## src/rtl/hbx_pkg.sv

```systemverilog
package hbx_pkg;
  localparam int unsigned HIT_W = 4;
  localparam int unsigned HIT_IO = 0;
  localparam int unsigned HIT_CFG = 1;
  localparam int unsigned HIT_IACK = 2;
  localparam int unsigned HIT_MEM = 3;

  localparam logic [31:0] IO_BASE     = 32'h8000_0000;
  localparam logic [31:0] OVL_LAST    = 32'h807F_FFFF;
  localparam logic [31:0] CFG_BASE    = 32'h8080_0000;
  localparam logic [31:0] CFG_LAST    = 32'h80BF_FFFF;
  localparam logic [31:0] IO_HI_BASE  = 32'h80C0_0000;
  localparam logic [31:0] IO_LAST     = 32'hBF7F_FFFF;
  localparam logic [31:0] IACK_ADDR   = 32'hBFFF_FFF0;
  localparam logic [31:0] MEM_BASE    = 32'hC000_0000;
  localparam logic [31:0] MEM_LAST    = 32'hFEFF_FFFF;

  typedef struct packed {
    logic [HIT_W-1:0] hit;
    logic [31:0]      addr;
    logic             iack;
    logic             err;
  } dec_res_t;
endpackage

```

## src/rtl/hbx_cfg_dev.sv

```systemverilog
module hbx_cfg_dev #(
  parameter int unsigned LOW_W  = 11,
  parameter int unsigned SCAN_W = 11,
  localparam int unsigned OFS_W = LOW_W + SCAN_W,
  localparam int unsigned DEV_W = $clog2(SCAN_W + 1),
  localparam int unsigned OUT_W = DEV_W + LOW_W
) (
  input  logic [OFS_W-1:0] ofs,
  output logic [OUT_W-1:0] cfg_addr
);
  logic [DEV_W-1:0] dev;
  logic [SCAN_W-1:0] sel;

  assign sel = ofs[OFS_W-1:LOW_W];

  // lowest set select bit wins; no bit gives SCAN_W
  always_comb begin
    dev = DEV_W'(SCAN_W);
    for (int i = SCAN_W - 1; i >= 0; i--) begin
      if (sel[i]) dev = DEV_W'(i);
    end
  end

  assign cfg_addr = {dev, ofs[LOW_W-1:0]};
endmodule

```

## src/rtl/hbx_io_fold.sv

```systemverilog
module hbx_io_fold #(
  parameter int unsigned IO_W    = 16,
  parameter int unsigned KEEP_LO = 5,
  parameter int unsigned SRC_LO  = 12,
  localparam int unsigned MID_W  = IO_W - KEEP_LO,
  localparam int unsigned OFS_W  = SRC_LO + MID_W
) (
  input  logic [OFS_W-1:0] ofs,
  input  logic             sparse,
  output logic [IO_W-1:0]  io_addr
);
  logic [IO_W-1:0] dense_a;
  logic [IO_W-1:0] sparse_a;

  generate
    if (OFS_W >= IO_W) begin : g_dense_wide
      assign dense_a = ofs[IO_W-1:0];
    end else begin : g_dense_narrow
      assign dense_a = IO_W'(ofs);
    end
  endgenerate

  assign sparse_a = {ofs[OFS_W-1:SRC_LO], ofs[KEEP_LO-1:0]};
  assign io_addr  = sparse ? sparse_a : dense_a;
endmodule

```

## src/rtl/hbx_decode.sv

```systemverilog
module hbx_decode
  import hbx_pkg::*;
#(
  parameter int unsigned SIZE_W = 3
) (
  input  logic [31:0]       addr,
  input  logic [SIZE_W-1:0] size,
  input  logic              write,
  input  logic              sparse,
  output dec_res_t          res
);
  localparam int unsigned IO_W    = 16;
  localparam int unsigned OVL_W   = 23;
  localparam int unsigned CFG_W   = 22;
  localparam int unsigned CFGO_W  = 15;

  logic [31:0] io_ofs;
  logic [31:0] cfg_ofs;
  logic [31:0] mem_ofs;
  logic [IO_W-1:0]   ovl_addr;
  logic [CFGO_W-1:0] cfg_addr;
  logic in_ovl, in_cfg, in_io_hi, in_iack, in_mem, size_ok;

  assign io_ofs  = addr - IO_BASE;
  assign cfg_ofs = addr - CFG_BASE;
  assign mem_ofs = addr - MEM_BASE;

  assign in_ovl   = (addr >= IO_BASE)    && (addr <= OVL_LAST);
  assign in_cfg   = (addr >= CFG_BASE)   && (addr <= CFG_LAST);
  assign in_io_hi = (addr >= IO_HI_BASE) && (addr <= IO_LAST);
  assign in_iack  = (addr == IACK_ADDR);
  assign in_mem   = (addr >= MEM_BASE)   && (addr <= MEM_LAST);
  assign size_ok  = (size == SIZE_W'(1)) || (size == SIZE_W'(2)) || (size == SIZE_W'(4));

  hbx_io_fold #(.IO_W(IO_W), .KEEP_LO(5), .SRC_LO(12)) u_fold (
    .ofs     (io_ofs[OVL_W-1:0]),
    .sparse  (sparse),
    .io_addr (ovl_addr)
  );

  hbx_cfg_dev #(.LOW_W(11), .SCAN_W(11)) u_cfg (
    .ofs      (cfg_ofs[CFG_W-1:0]),
    .cfg_addr (cfg_addr)
  );

  always_comb begin
    res = '0;
    if (!size_ok) begin
      res.err = 1'b1;
    end else if (in_iack) begin
      if (size != SIZE_W'(1)) begin
        res.err = 1'b1;
      end else begin
        res.hit[HIT_IACK] = 1'b1;
        res.iack = !write;
      end
    end else if (in_cfg) begin
      res.hit[HIT_CFG] = 1'b1;
      res.addr = 32'(cfg_addr);
    end else if (in_ovl) begin
      res.hit[HIT_IO] = 1'b1;
      res.addr = 32'(ovl_addr);
    end else if (in_io_hi) begin
      res.hit[HIT_IO] = 1'b1;
      res.addr = io_ofs;
    end else if (in_mem) begin
      res.hit[HIT_MEM] = 1'b1;
      res.addr = mem_ofs;
    end else begin
      res.err = 1'b1;
    end
  end
endmodule

```

## src/rtl/hb_window_xlate.sv

```systemverilog
module hb_window_xlate
  import hbx_pkg::*;
#(
  parameter int unsigned SIZE_W = 3,
  parameter int unsigned LANE_W = 2
) (
  input  logic              clk,
  input  logic              rst_n,
  input  logic              req_valid,
  input  logic [31:0]       req_addr,
  input  logic [SIZE_W-1:0] req_size,
  input  logic              req_write,
  input  logic              io_map_sel,
  output logic              rsp_valid,
  output logic [HIT_W-1:0]  rsp_hit,
  output logic [31:0]       rsp_addr,
  output logic [SIZE_W-1:0] rsp_size,
  output logic              rsp_write,
  output logic [LANE_W-1:0] rsp_lane,
  output logic              rsp_iack,
  output logic              rsp_err
);
  dec_res_t dec_now;
  dec_res_t res_q, res_d;
  logic [SIZE_W-1:0] size_q, size_d;
  logic [LANE_W-1:0] lane_q, lane_d;
  logic write_q, write_d;
  logic valid_q, valid_d;

  hbx_decode #(.SIZE_W(SIZE_W)) u_dec (
    .addr   (req_addr),
    .size   (req_size),
    .write  (req_write),
    .sparse (io_map_sel),
    .res    (dec_now)
  );

  always_comb begin
    valid_d = req_valid;
    res_d   = res_q;
    size_d  = size_q;
    lane_d  = lane_q;
    write_d = write_q;
    if (req_valid) begin
      res_d   = dec_now;
      size_d  = req_size;
      lane_d  = req_addr[LANE_W-1:0];
      write_d = req_write;
    end
  end

  always_ff @(posedge clk or negedge rst_n) begin
    if (!rst_n) begin
      valid_q <= 1'b0;
      res_q   <= '0;
      size_q  <= '0;
      lane_q  <= '0;
      write_q <= 1'b0;
    end else begin
      valid_q <= valid_d;
      res_q   <= res_d;
      size_q  <= size_d;
      lane_q  <= lane_d;
      write_q <= write_d;
    end
  end

  assign rsp_valid = valid_q;
  assign rsp_hit   = res_q.hit;
  assign rsp_addr  = res_q.addr;
  assign rsp_iack  = res_q.iack;
  assign rsp_err   = res_q.err;
  assign rsp_size  = size_q;
  assign rsp_write = write_q;
  assign rsp_lane  = lane_q;
endmodule

```

## config.mk

```make
export PLATFORM = sky130hd
export DESIGN_NAME = hb_window_xlate
export DESIGN_NICKNAME = d
export VERILOG_FILES = /design/src/rtl/hbx_pkg.sv /design/src/rtl/hbx_cfg_dev.sv /design/src/rtl/hbx_io_fold.sv /design/src/rtl/hbx_decode.sv /design/src/rtl/hb_window_xlate.sv
export SDC_FILE = /design/constraint.sdc
export NUM_CORES = 1
export LEC_CHECK = 0
export ABC_AREA = 0
export BUFFER_PORTS_ARGS = -buffer_cell sky130_fd_sc_hd__buf_2
export CAP_MARGIN = 20
export CORE_MARGIN = 1
export CORE_UTILIZATION = 44
export DETAILED_ROUTE_END_ITERATION = 8
export GPL_ROUTABILITY_DRIVEN = 0
export PLACE_DENSITY = 0.85
export SLEW_MARGIN = 20
export SYNTH_ARGS = -nofsm -noshare
export SYNTH_HDL_FRONTEND = slang
export SYNTH_SLANG_ARGS = --single-unit
```

## constraint.sdc

```tcl
create_clock -name clk -period 0.8 [get_ports clk]
set_input_delay 0.12 -clock clk [delete_from_list [all_inputs] [get_ports clk]]
set_output_delay 0.12 -clock clk [all_outputs]
set_load 0.01 [all_outputs]
```

==> impl_metrics.csv <==
group,metric,value,unit
worst_setup_path,crit_type,"in -> reg",
worst_setup_path,worst_setup_path_end_kind,"flip-flop",
logic_synthesis,synth-xor-area-share,0.388,%
final_layout,syn_to_final_growth,79.1,%
die,dieArea,0.00542,mm²
power_and_ir_drop,vdd.ir_drop.worst,0.808,mV
sta,achievable-frequency,0.455,GHz
detailed_routing,route.antenna.remaining_nets,0,
outcome,violations,"setup timing",
logic_synthesis,synthesis.instances,206,
grt,first_global_vias,2817,
worst_setup_path,critical_path.max_fanout,6,
sta,grt_setup_unrepaired,"yes",
die,die_width,73.6,µm
logic_synthesis,yosysSeqAreaShare,49.9,%
logic_synthesis,dominant_combinational_cell_family_by_area_after_synthesis,"compound AO/OA/AOI/OAI gates",
die,start_util,46.9,%
final_layout,finish.net_count,437,
clock_tree,worstSkewPairLatency,300,ps
logic_synthesis,post_synthesis_register_bit_count,45,
logic_synthesis,synth-simple-area-share,16.4,%
grt,grt_pass1_wl,13600,µm
placed_design,hpwl,5200,µm
logic_synthesis,yosys-top-cells-area,"dfrtp_1 50%, a22o_1 9.3%, mux2_2 3.5%",
worst_setup_path,cp-start-kind,"input pin",
worst_setup_path,crit_slowest_cell,"or4bb_1",
sta,finalWorstSetupSlack,-1400,ps
logic_synthesis,synth_compound_area_share,24.3,%
clock_tree,cts_max_level,2,
logic_synthesis,synth-warning-count,0,
logic_synthesis,synth_area_leader_cell,"dfrtp_1",
outcome,status,"complete, but fails checks",
clock_tree,clock-sinks,45,
logic_synthesis,synth_enable_flop_cells,0,
worst_setup_path,cpPeakStageDelay,500,ps
detailed_routing,drtPass1Iterations,5,
die,std_cell_rows,25,
placed_design,portBuffers,84,
worst_setup_path,path_cells,"buf_8 > ha_4 > or4bb_1 > or4_4 > o31a_1 > nand3_2 > mux2i_4 > o21ai_0 > a22o_1",
detailed_routing,drt_first_iter_violations,189,
sta,setup-violations-final,83,
die,die_y,73.6,µm
worst_setup_path,crit_arrival,2450,ps
logic_synthesis,synthDominantCellAreaShare,49.9,%
power_and_ir_drop,p_leak,0.00203,µW
detailed_routing,drt_wl_total,9620,µm
logic_synthesis,synthArstFlopShare,100,%
sta,finalHoldViolations,0,
logic_synthesis,number_of_different_library_cells_in_the_post_synthesis_netlist,48,
power_and_ir_drop,powerDensity,1460,mW/mm²
detailed_routing,post_drt_wl_per_cell,20.8,µm
detailed_routing,detail_route.drc_violations,0,
clock_tree,worst_setup_hold_path_clk_slew,90,ps
final_layout,finalNonFillerCells,462,
power_and_ir_drop,finalPower,5910,µW
grt,gr-usage-all-layers,33.9,%
sta,final_min_period_over_clock_period,275,%
worst_setup_path,critical_path_required,1050,ps
grt,global_route.overflow_total,0,
clock_tree,cts_tree,"yes",
grt,initial_antenna_violation_count,0,
logic_synthesis,mappedNetlistArea,0.00226,mm²
detailed_routing,vias,2779,
clock_tree,numCtsBuffers,5,
placed_design,placedCellCount,410,
grt,grt_start_max_net_pins,46,
sta,hold-worst-slack,45.8,ps
flow_run,max_cap_violation_count,0,
final_layout,drive_above_1_share,60.3,%
logic_synthesis,synthAdderAreaFrac,1.11,%
logic_synthesis,syn_nets,248,
placed_design,pre_cts_ws,-1750,ps
final_layout,layout.area.seq,0.00113,mm²
logic_synthesis,muxShareOfSynthArea,4.10,%
logic_synthesis,post_synth_most_frequent_cells,"45 x dfrtp_1, 24 x a22o_1, 13 x inv_1",
final_layout,diodes,0,
sta,slew_viol_final,0,
final_layout,num-fill-cells,249,
detailed_routing,detail_route.vias_per_cell,6.02,
sta,timing_worst_slew_pin_value,420,ps
die,core_region_area,0.00482,mm²
clock_tree,cts_root_buffer,"clkbuf_8",
min_path,timing.hold.worst.class,"in -> reg",
logic_synthesis,synth.avg_cell_area,11.0,µm²
logic_synthesis,predominant_post_synthesis_flop_cell,"dfrtp_1",
clock_tree,clk_path_buf_depth,2,
final_layout,multi_input_comb_area,0.00123,mm²
logic_synthesis,yosysMostFrequentCell,"dfrtp_1",
sta,fin_crit,2200,ps
sta,headroom_to_the_max_slew_limit,71.7,%
die,io-pin-count,85,
sta,clock-skew-final,0,ps
==> worst max-delay path, delay by kind of cell <==
family,cells,cell delay (ps)
buf+inv,1,100
compound gates,3,810
fa+ha+maj,1,150
mux,1,120
simple gates,3,1150
==> metrics by stage <==
step	setup TNS (ps)	cell area (µm²)	util (%)
6_report	-54820	4040	83.9
5_1_grt	-57790	4040	83.9
4_1_cts	-51150	3860	80.1
3_5_place_dp	-61350	3290	68.3
3_3_place_gp	-58670	3290	68.3
2_1_floorplan	-46820	2360	-
==> worst paths after layout <==
kind | start | end | slack [ps] | depth (start not counted)
worst max-delay path | req_addr[30] | rsp_addr[13]$_DFFE_PN0P_ | -1400 | 9
worst min register to register | rsp_size[2]$_DFFE_PN0P_ | rsp_size[2]$_DFFE_PN0P_ | 520 | 1
max in group asynchronous | rst_n | rsp_addr[22]$_DFFE_PN0P_ | 270 | 3
worst min-delay path | req_addr[28] | rsp_addr[28]$_DFFE_PN0P_ | 50 | 2
min in group asynchronous | rst_n | rsp_addr[10]$_DFFE_PN0P_ | 320 | 3
worst max register to register | rsp_addr[6]$_DFFE_PN0P_ | rsp_addr[6]$_DFFE_PN0P_ | -240 | 3
==> where the power goes <==
part,internal (µW),switching [µW],total [µW]
Sequential,2420,99.4,2520
Clock,909,824,1730
Combinational,873,775,1650
Total,4210,1700,5910
==> layout make-up <==
| type | instances | share of cell area, % |
|---|---|---|
| repair buffers | 191 | 35.7 |
| multi-input cells | 139 | 30.3 |
| flip-flops and latches | 45 | 27.8 |
| well taps | 67 | 2.07 |
| clock buffers | 5 | 1.70 |
| inverters | 13 | 1.52 |
| clock inverters | 2 | 0.866 |
==> cells by family (layout without fill, tap and decap cells) <==
family / after synthesis / in the layout
AOI/OAI and AO/OA: 67 / 67
adders and majority gates: 2 / 2
xor gates and xnor gates: 1 / 1
buffers and inverters: 22 / 211
and+or+nand+nor: 61 / 61
muxes: 8 / 8
DFF: 45 / 45
==> cell usage in the layout (no fill, tap or decap), types with 3 or more instances in the layout <==
master	instances
dfrtp_1	45
clkbuf_8	5
o21ai_2	5
nor4_1	5
nor3_1	3
nand2_1	4
buf_6	31
a22o_1	24
a31oi_1	4
o2bb2ai_2	4
inv_1	12
nor2b_1	7
buf_4	85
mux2_2	6
a221o_1	7
o21ai_0	5
or4_4	3
buf_2	68
nand4_1	11
nor2_1	10
a21oi_1	3
==> metal layers <==
metal | wire, µm | global-route usage [%] | vias up
met1 | 3620 | 39.4 | 1351
met5 | 0 | 0 | -
li1 | - | - | 1171
met4 | 467 | 18.2 | 0
met3 | 733 | 7.68 | 52
met2 | 4790 | 57.8 | 205
==> state kept, by name, indices dropped and copies added (netlist names) <==
signal and flops:
rsp_addr 32, rsp_hit 4, rsp_size 3, rsp_lane 2
rsp_err 1, rsp_iack 1, rsp_valid 1, rsp_write 1
==> timing repair <==
| item | CTS | global route |
|---|---|---|
| buffers inserted | 30 | 13 |
| setup endpoints to repair | 83 | 84 |
| pin swaps | 24 | 7 |
| cloned | 1 | 0 |
| endpoints found under the hold margin | 46 | 0 |
| resized for setup | 40 | 22 |
| hold buffers | 2 | 0 |
No activity file was read; power rests on OpenSTA's default activity.
